**config.mk**
```make
export PLATFORM = sky130hd
export DESIGN_NAME = sc_alu_core
export DESIGN_NICKNAME = d
export VERILOG_FILES = /design/src/rtl/dp_pkg.sv /design/src/rtl/dp_ctrl_rom.sv /design/src/rtl/dp_regfile.sv /design/src/rtl/dp_alu.sv /design/src/rtl/sc_alu_core.sv
export SDC_FILE = /design/constraint.sdc
export NUM_CORES = 2
export LEC_CHECK = 0
export BUFFER_PORTS_ARGS = -buffer_cell sky130_fd_sc_hd__clkbuf_2
export CAP_MARGIN = 10
export CORE_UTILIZATION = 58
export CTS_BUF_LIST = sky130_fd_sc_hd__clkbuf_16
export DETAILED_ROUTE_END_ITERATION = 8
export GPL_ROUTABILITY_DRIVEN = 0
export PLACE_DENSITY = 0.74
export SLEW_MARGIN = 25
export SYNTH_ARGS = -nofsm -noshare
export SYNTH_HDL_FRONTEND = slang
export SYNTH_HIERARCHICAL = 1
export SYNTH_SLANG_ARGS = --single-unit
```
**constraint.sdc**
```tcl
create_clock -name clk_i -period 9.4 [get_ports clk_i]
set_input_delay 0.94 -clock clk_i [delete_from_list [all_inputs] [get_ports clk_i]]
set_output_delay 0.94 -clock clk_i [all_outputs]
set_load 0.01 [all_outputs]
```
**src/rtl/dp_pkg.sv**
```systemverilog
package dp_pkg;
  localparam int unsigned XLEN = 32;
  localparam int unsigned OP_W = 6;
  localparam int unsigned RIDX_W = 5;
  localparam int unsigned CTRL_DEPTH = 1 << OP_W;

  typedef enum logic [3:0] {
    FN_ADD = 4'd0, FN_SUB = 4'd1, FN_AND = 4'd2, FN_OR  = 4'd3, FN_XOR = 4'd4,
    FN_SHL = 4'd5, FN_SHR = 4'd6, FN_SRA = 4'd7, FN_CEQ = 4'd8, FN_CLT = 4'd9
  } alufn_e;

  typedef struct packed {
    alufn_e fn;
    logic   werf;
    logic   bsel;
  } ctrl_t;

  // 0x20+f register form, 0x30+f literal form; everything else writes nothing
  function automatic ctrl_t decode_op(input logic [OP_W-1:0] op);
    ctrl_t c;
    c.fn   = FN_ADD;
    c.werf = 1'b0;
    c.bsel = 1'b0;
    if (op[5] && op[3:0] <= 4'd9) begin
      c.fn   = alufn_e'(op[3:0]);
      c.werf = 1'b1;
      c.bsel = op[4];
    end
    return c;
  endfunction
endpackage

```
**src/rtl/dp_ctrl_rom.sv**
```systemverilog
module dp_ctrl_rom
  import dp_pkg::*;
(
  input  logic [OP_W-1:0] op_i,
  output ctrl_t           ctrl_o
);
  ctrl_t rom [CTRL_DEPTH];

  for (genvar g = 0; g < CTRL_DEPTH; g++) begin : g_rom
    assign rom[g] = decode_op(OP_W'(g));
  end

  assign ctrl_o = rom[op_i];

  always_comb begin
    if (ctrl_o.bsel) p_bsel_lit_group_r1: assert (op_i[5:4] == 2'b11);
    if (ctrl_o.werf) p_werf_alu_only_r8: assert (op_i[5] == 1'b1);
  end
endmodule

```
**src/rtl/dp_regfile.sv**
```systemverilog
module dp_regfile #(
  parameter int unsigned DATA_W = 32,
  parameter int unsigned IDX_W  = 5
) (
  input  logic              clk_i,
  input  logic              rst_ni,
  input  logic [IDX_W-1:0]  ra_addr_i,
  output logic [DATA_W-1:0] ra_data_o,
  input  logic [IDX_W-1:0]  rb_addr_i,
  output logic [DATA_W-1:0] rb_data_o,
  input  logic              we_i,
  input  logic [IDX_W-1:0]  wr_addr_i,
  input  logic [DATA_W-1:0] wr_data_i
);
  localparam int unsigned NREG = (1 << IDX_W) - 1;  // top index is hard zero
  localparam logic [IDX_W-1:0] ZERO_IDX = IDX_W'(NREG);

  logic [DATA_W-1:0] regs_q [NREG];

  for (genvar g = 0; g < NREG; g++) begin : g_reg
    always_ff @(posedge clk_i or negedge rst_ni) begin
      if (!rst_ni)                             regs_q[g] <= '0;
      else if (we_i && wr_addr_i == IDX_W'(g)) regs_q[g] <= wr_data_i;
    end
  end

  assign ra_data_o = (ra_addr_i == ZERO_IDX) ? '0 : regs_q[ra_addr_i];
  assign rb_data_o = (rb_addr_i == ZERO_IDX) ? '0 : regs_q[rb_addr_i];

  always_comb begin
    if (ra_addr_i == ZERO_IDX) p_zero_reg_a_r9: assert (ra_data_o == '0);
    if (rb_addr_i == ZERO_IDX) p_zero_reg_b_r9: assert (rb_data_o == '0);
  end
endmodule

```
**src/rtl/dp_alu.sv**
```systemverilog
module dp_alu
  import dp_pkg::*;
#(
  parameter int unsigned DATA_W = 32
) (
  input  alufn_e            fn_i,
  input  logic [DATA_W-1:0] a_i,
  input  logic [DATA_W-1:0] b_i,
  output logic [DATA_W-1:0] y_o
);
  localparam int unsigned SH_W = $clog2(DATA_W);

  logic [SH_W-1:0] sh;
  assign sh = b_i[SH_W-1:0];

  always_comb begin
    unique case (fn_i)
      FN_ADD:  y_o = a_i + b_i;
      FN_SUB:  y_o = a_i - b_i;
      FN_AND:  y_o = a_i & b_i;
      FN_OR:   y_o = a_i | b_i;
      FN_XOR:  y_o = a_i ^ b_i;
      FN_SHL:  y_o = a_i << sh;
      FN_SHR:  y_o = a_i >> sh;
      FN_SRA:  y_o = $unsigned($signed(a_i) >>> sh);
      FN_CEQ:  y_o = DATA_W'(a_i == b_i);
      FN_CLT:  y_o = DATA_W'($signed(a_i) < $signed(b_i));
      default: y_o = '0;
    endcase
  end

  always_comb begin
    if (fn_i == FN_CEQ || fn_i == FN_CLT)
      p_cmp_boolean_r6: assert (y_o[DATA_W-1:1] == '0);
  end
endmodule

```
**src/rtl/sc_alu_core.sv**
```systemverilog
module sc_alu_core
  import dp_pkg::*;
#(
  parameter logic [31:0] RESET_PC = 32'h0000_0000
) (
  input  logic        clk_i,
  input  logic        rst_ni,
  output logic [31:0] imem_addr_o,
  input  logic [31:0] imem_data_i,
  output logic        wb_en_o,
  output logic [4:0]  wb_addr_o,
  output logic [31:0] wb_data_o
);
  localparam logic [RIDX_W-1:0] ZERO_IDX = '1;
  localparam int unsigned LIT_W = 16;

  logic [XLEN-1:0]   pc_q, pc_plus4;
  logic [OP_W-1:0]   op;
  logic [RIDX_W-1:0] rc, ra, rb;
  logic [XLEN-1:0]   lit_sx, ra_data, rb_data, opb, alu_y;
  ctrl_t             ctrl;

  assign op     = imem_data_i[31:26];
  assign rc     = imem_data_i[25:21];
  assign ra     = imem_data_i[20:16];
  assign rb     = imem_data_i[15:11];
  assign lit_sx = {{(XLEN-LIT_W){imem_data_i[LIT_W-1]}}, imem_data_i[LIT_W-1:0]};

  assign pc_plus4 = pc_q + 32'd4;

  always_ff @(posedge clk_i or negedge rst_ni) begin
    if (!rst_ni) pc_q <= RESET_PC;
    else         pc_q <= pc_plus4;
  end

  dp_ctrl_rom u_ctrl (
    .op_i   (op),
    .ctrl_o (ctrl)
  );

  dp_regfile #(.DATA_W(XLEN), .IDX_W(RIDX_W)) u_rf (
    .clk_i     (clk_i),
    .rst_ni    (rst_ni),
    .ra_addr_i (ra),
    .ra_data_o (ra_data),
    .rb_addr_i (rb),
    .rb_data_o (rb_data),
    .we_i      (wb_en_o),
    .wr_addr_i (rc),
    .wr_data_i (alu_y)
  );

  assign opb = ctrl.bsel ? lit_sx : rb_data;

  dp_alu #(.DATA_W(XLEN)) u_alu (
    .fn_i (ctrl.fn),
    .a_i  (ra_data),
    .b_i  (opb),
    .y_o  (alu_y)
  );

  // write gated by reset and by the hard-zero index
  assign wb_en_o     = ctrl.werf && rst_ni && (rc != ZERO_IDX);
  assign wb_addr_o   = rc;
  assign wb_data_o   = alu_y;
  assign imem_addr_o = pc_q;

  p_pc_step_r4: assert property (@(posedge clk_i) disable iff (!rst_ni)
    1'b1 |=> pc_q == $past(pc_q) + 32'd4);

  p_nonalu_no_write_r8: assert property (@(posedge clk_i) disable iff (!rst_ni)
    !(op[5] && op[3:0] <= 4'd9) |-> !wb_en_o);

  p_zero_idx_no_write_r9: assert property (@(posedge clk_i) disable iff (!rst_ni)
    (rc == ZERO_IDX) |-> !wb_en_o);

  always @(posedge clk_i) begin
    if (!rst_ni) p_reset_state_r2: assert (pc_q == RESET_PC && !wb_en_o);
  end
endmodule

```
==> out/results.txt <==
Clock transition at path regs = 60 ps
Worst path top cell family by delay = compound AO/OA/AOI/OAI gates
Pleak = 31.7 nW
Post-Synth Simple-Gate Area = 5.61%
Die Ht = 335 um
Routed WL = 221000 um
worst flop-to-flop path startpoint = u_rf/regs_q[640]
antenna violations before repair = 3
r2r endpoint = u_rf/regs_q[800]
H-tree Lvls = 3
postcts setup bufs = 0
Worst Path Required = 8460 ps
Slew @ Worst Pin = 1080 ps
Mean Syn Cell Area = 12.3 sq um
Post-Synth Adder-Cell Area = 1.99%
Overall Global Routing Usage = 39.2%
FF+latch count, synth = 1022
PwrDens = 186 nW/um^2
Post-Synth XOR/XNOR Area = 0.422%
CP Max Fanout = 88
critical path, cell by cell = buf_8 -> nor2b_4 -> buf_4 -> a21oi_1 -> o21ai_0 -> nor2_1 -> nor4_1 -> buf_4 -> inv_1 -> ha_1 -> fa_1 -> o21bai_1 -> a221oi_1 -> o41ai_2 -> buf_4 -> nand3_1 -> a211oi_2 -> nor3_1 -> o31ai_1 -> a211oi_1 -> or4_1 -> buf_4 -> clkbuf_2
CTS tree = built
WS Path Type = in -> out
fillcell total = 8253
Synth Cell Area = 64400 sq um
Post-synth ARST share = 100%
die area = 112000 sq um
Pre-antenna DRT Iters = 9
largest net degree at the start of global routing = 142
FF-to-FF setup slack = 3190 ps
largest family of logic cells by synthesized area = multiplexers
Top FF cell, synth = dfrtp_1
clk buf depth = 3
clk sinks = 1022
post-synthesis compound-gate area fraction = 10.2%
Die W = 335 um
hold buffers post-CTS = 0
post-cts sizing count = 0
type of origin of the critical path = input port
slowest CP cell = nor4_1
Slew headroom = 27.7%
skew final = 36.3 ps
Syn Inst Count = 5248
Max Fclk = 115 MHz
Post-synth EDFFs = 0
vias in the first global route = 48700
Cell Count Post-Placement = 6518
Synth cell types = 104
most frequent cells in the layout = mux2_2, dfrtp_1, mux4_2
hold crit path type = in -> async
DRC errors left = 0
cell mode on critical path = buf_4
post-route minimum period = 8710 ps
Max-Cap Viols = 0
CTS buffer count = 107
Final Cycle Share = 92.6%
DR vias/cell = 7.39
Worst Path Buf+Inv = 7
Vias = 49600
Wirelength per Cell = 33.0 um
antenna-violating nets left = 0
share of cells above drive strength 1 = 39.8%
mux cell area share after synthesis = 37.3%
outcome = complete, no violations
core area = 109000 sq um
CP arrival = 7770 ps
max-slew violations = 0
DRT iter0 DRCs = 7296
Non-Filler Instances = 6717
CTS root buf = clkbuf_16
dpl hpwl = 135000 um
Setup violations, final = 0
Max rail drop VDD = 0.156 mV
Worst setup EP type = output port
Setup TNS = 0 ps
Reg2Reg Depth = 21
port bufs = 101
Initial Util = 58.8%
Yosys warnings = 6
Area growth syn-to-layout = 8.27%
most common cell after layout, fill and taps aside = mux2_2
top-level I/O count = 104
clk_lat worst skew = 720 ps
CP max stage delay = 690 ps
grt ovf = 0
first-pass GRT wire length = 325000 um
Nets = 5287
row count = 121
post-synthesis sequential area ratio = 39.7%
RSZ-0062 raised after global routing = false
final hold vios = 0
## flip-flops by register name, indices dropped and copies added, names as in the netlist
register / cells
imem_addr_o: 30
u_rf/regs_q: 992
## per-layer routing
metal	share of wire [%]	routed length (um)	vias up	GRT usage [%]
met5	0.0059	13	-	0
met4	7.9	17500	2	24.9
met3	12	27000	941	10.6
met2	43	95400	3595	57.5
met1	37	81600	25300	51.6
li1	-	-	19800	-
## worst max-delay path by stage
stage	startpoint	to	slack [ps]	depth (start not counted)
after global routing	imem_data_i[16]	wb_data_o[0]	760	23
after global placement	imem_data_i[17]	wb_data_o[26]	960	21
after CTS	imem_data_i[17]	wb_data_o[0]	1080	23
after floorplan	imem_data_i[11]	wb_data_o[0]	1900	23
final	imem_data_i[17]	wb_data_o[0]	690	23
after detailed placement	imem_data_i[17]	wb_data_o[0]	1090	23
## per-stage QoR
| stage | hold WS (ps) | util (%) | area, sq um | worst slack, ps | total power [mW] |
|---|---|---|---|---|---|
| global route | 248 | 63.7 | 69700 | 760 | 13.4 |
| floorplan | 471 | - | 64400 | 1900 | 7.58 |
| CTS | 206 | 63.6 | 69700 | 1080 | 12.9 |
| finish | 200 | 63.7 | 69700 | 693 | 13.0 |
| detailed placement | 495 | 60.5 | 66300 | 1090 | 8.70 |
| global placement | 475 | 60.5 | 66200 | 965 | 8.60 |
## report_power, final
part / total (mW) / switching (mW) / leakage [nW] / internal [mW]
registers: 5.35 / 0.409 / 13.9 / 4.94
clock network: 4.18 / 1.84 / 1.76 / 2.34
logic: 3.42 / 1.97 / 16.0 / 1.45
## cells in the mapped netlist, drive strengths merged, types with 36 or more instances
cell,count,area share [%]
a211oi,96,1.1
o21ai,134,1.0
ha,99,1.9
mux2i,278,4.3
o211ai,38,0.44
a21oi,225,1.7
dfrtp,1022,40
o31ai,40,0.47
nand3,39,0.33
nor2b,81,0.79
o221ai,37,0.51
inv,114,0.66
mux4,368,13
o22ai,79,0.77
clkbuf,241,1.4
a21o,64,0.75
nor4,36,0.54
nor3,40,0.33
buf,279,2.6
nor2,206,1.2
nand2,170,0.99
a221oi,46,0.63
mux2,1148,20
## kinds of logic (layout without fill, tap and decap cells)
family	Yosys count	after routing
adder cells (fa/ha/maj)	101	101
AND/OR/NAND/NOR	704	704
buffers and inverters	635	626
multiplexers	1794	1794
other	1	3
AO/OA/AOI/OAI	960	960
XOR/XNOR	31	31
flip-flops	1022	1022
## cell type report
type / instances / area (sq um) / share of cell area (%)
multi-input cells: 3592 / 36200 / 51.9
flip-flops and latches: 1022 / 25600 / 36.7
clock buffers: 109 / 2730 / 3.91
inverters: 115 / 432 / 0.619
diodes: 1 / 2.50 / 0.00359
repair buffers: 314 / 2290 / 3.28
well taps: 1476 / 1850 / 2.65
clock inverters: 88 / 667 / 0.957
(Power assumes the default switching activity.)
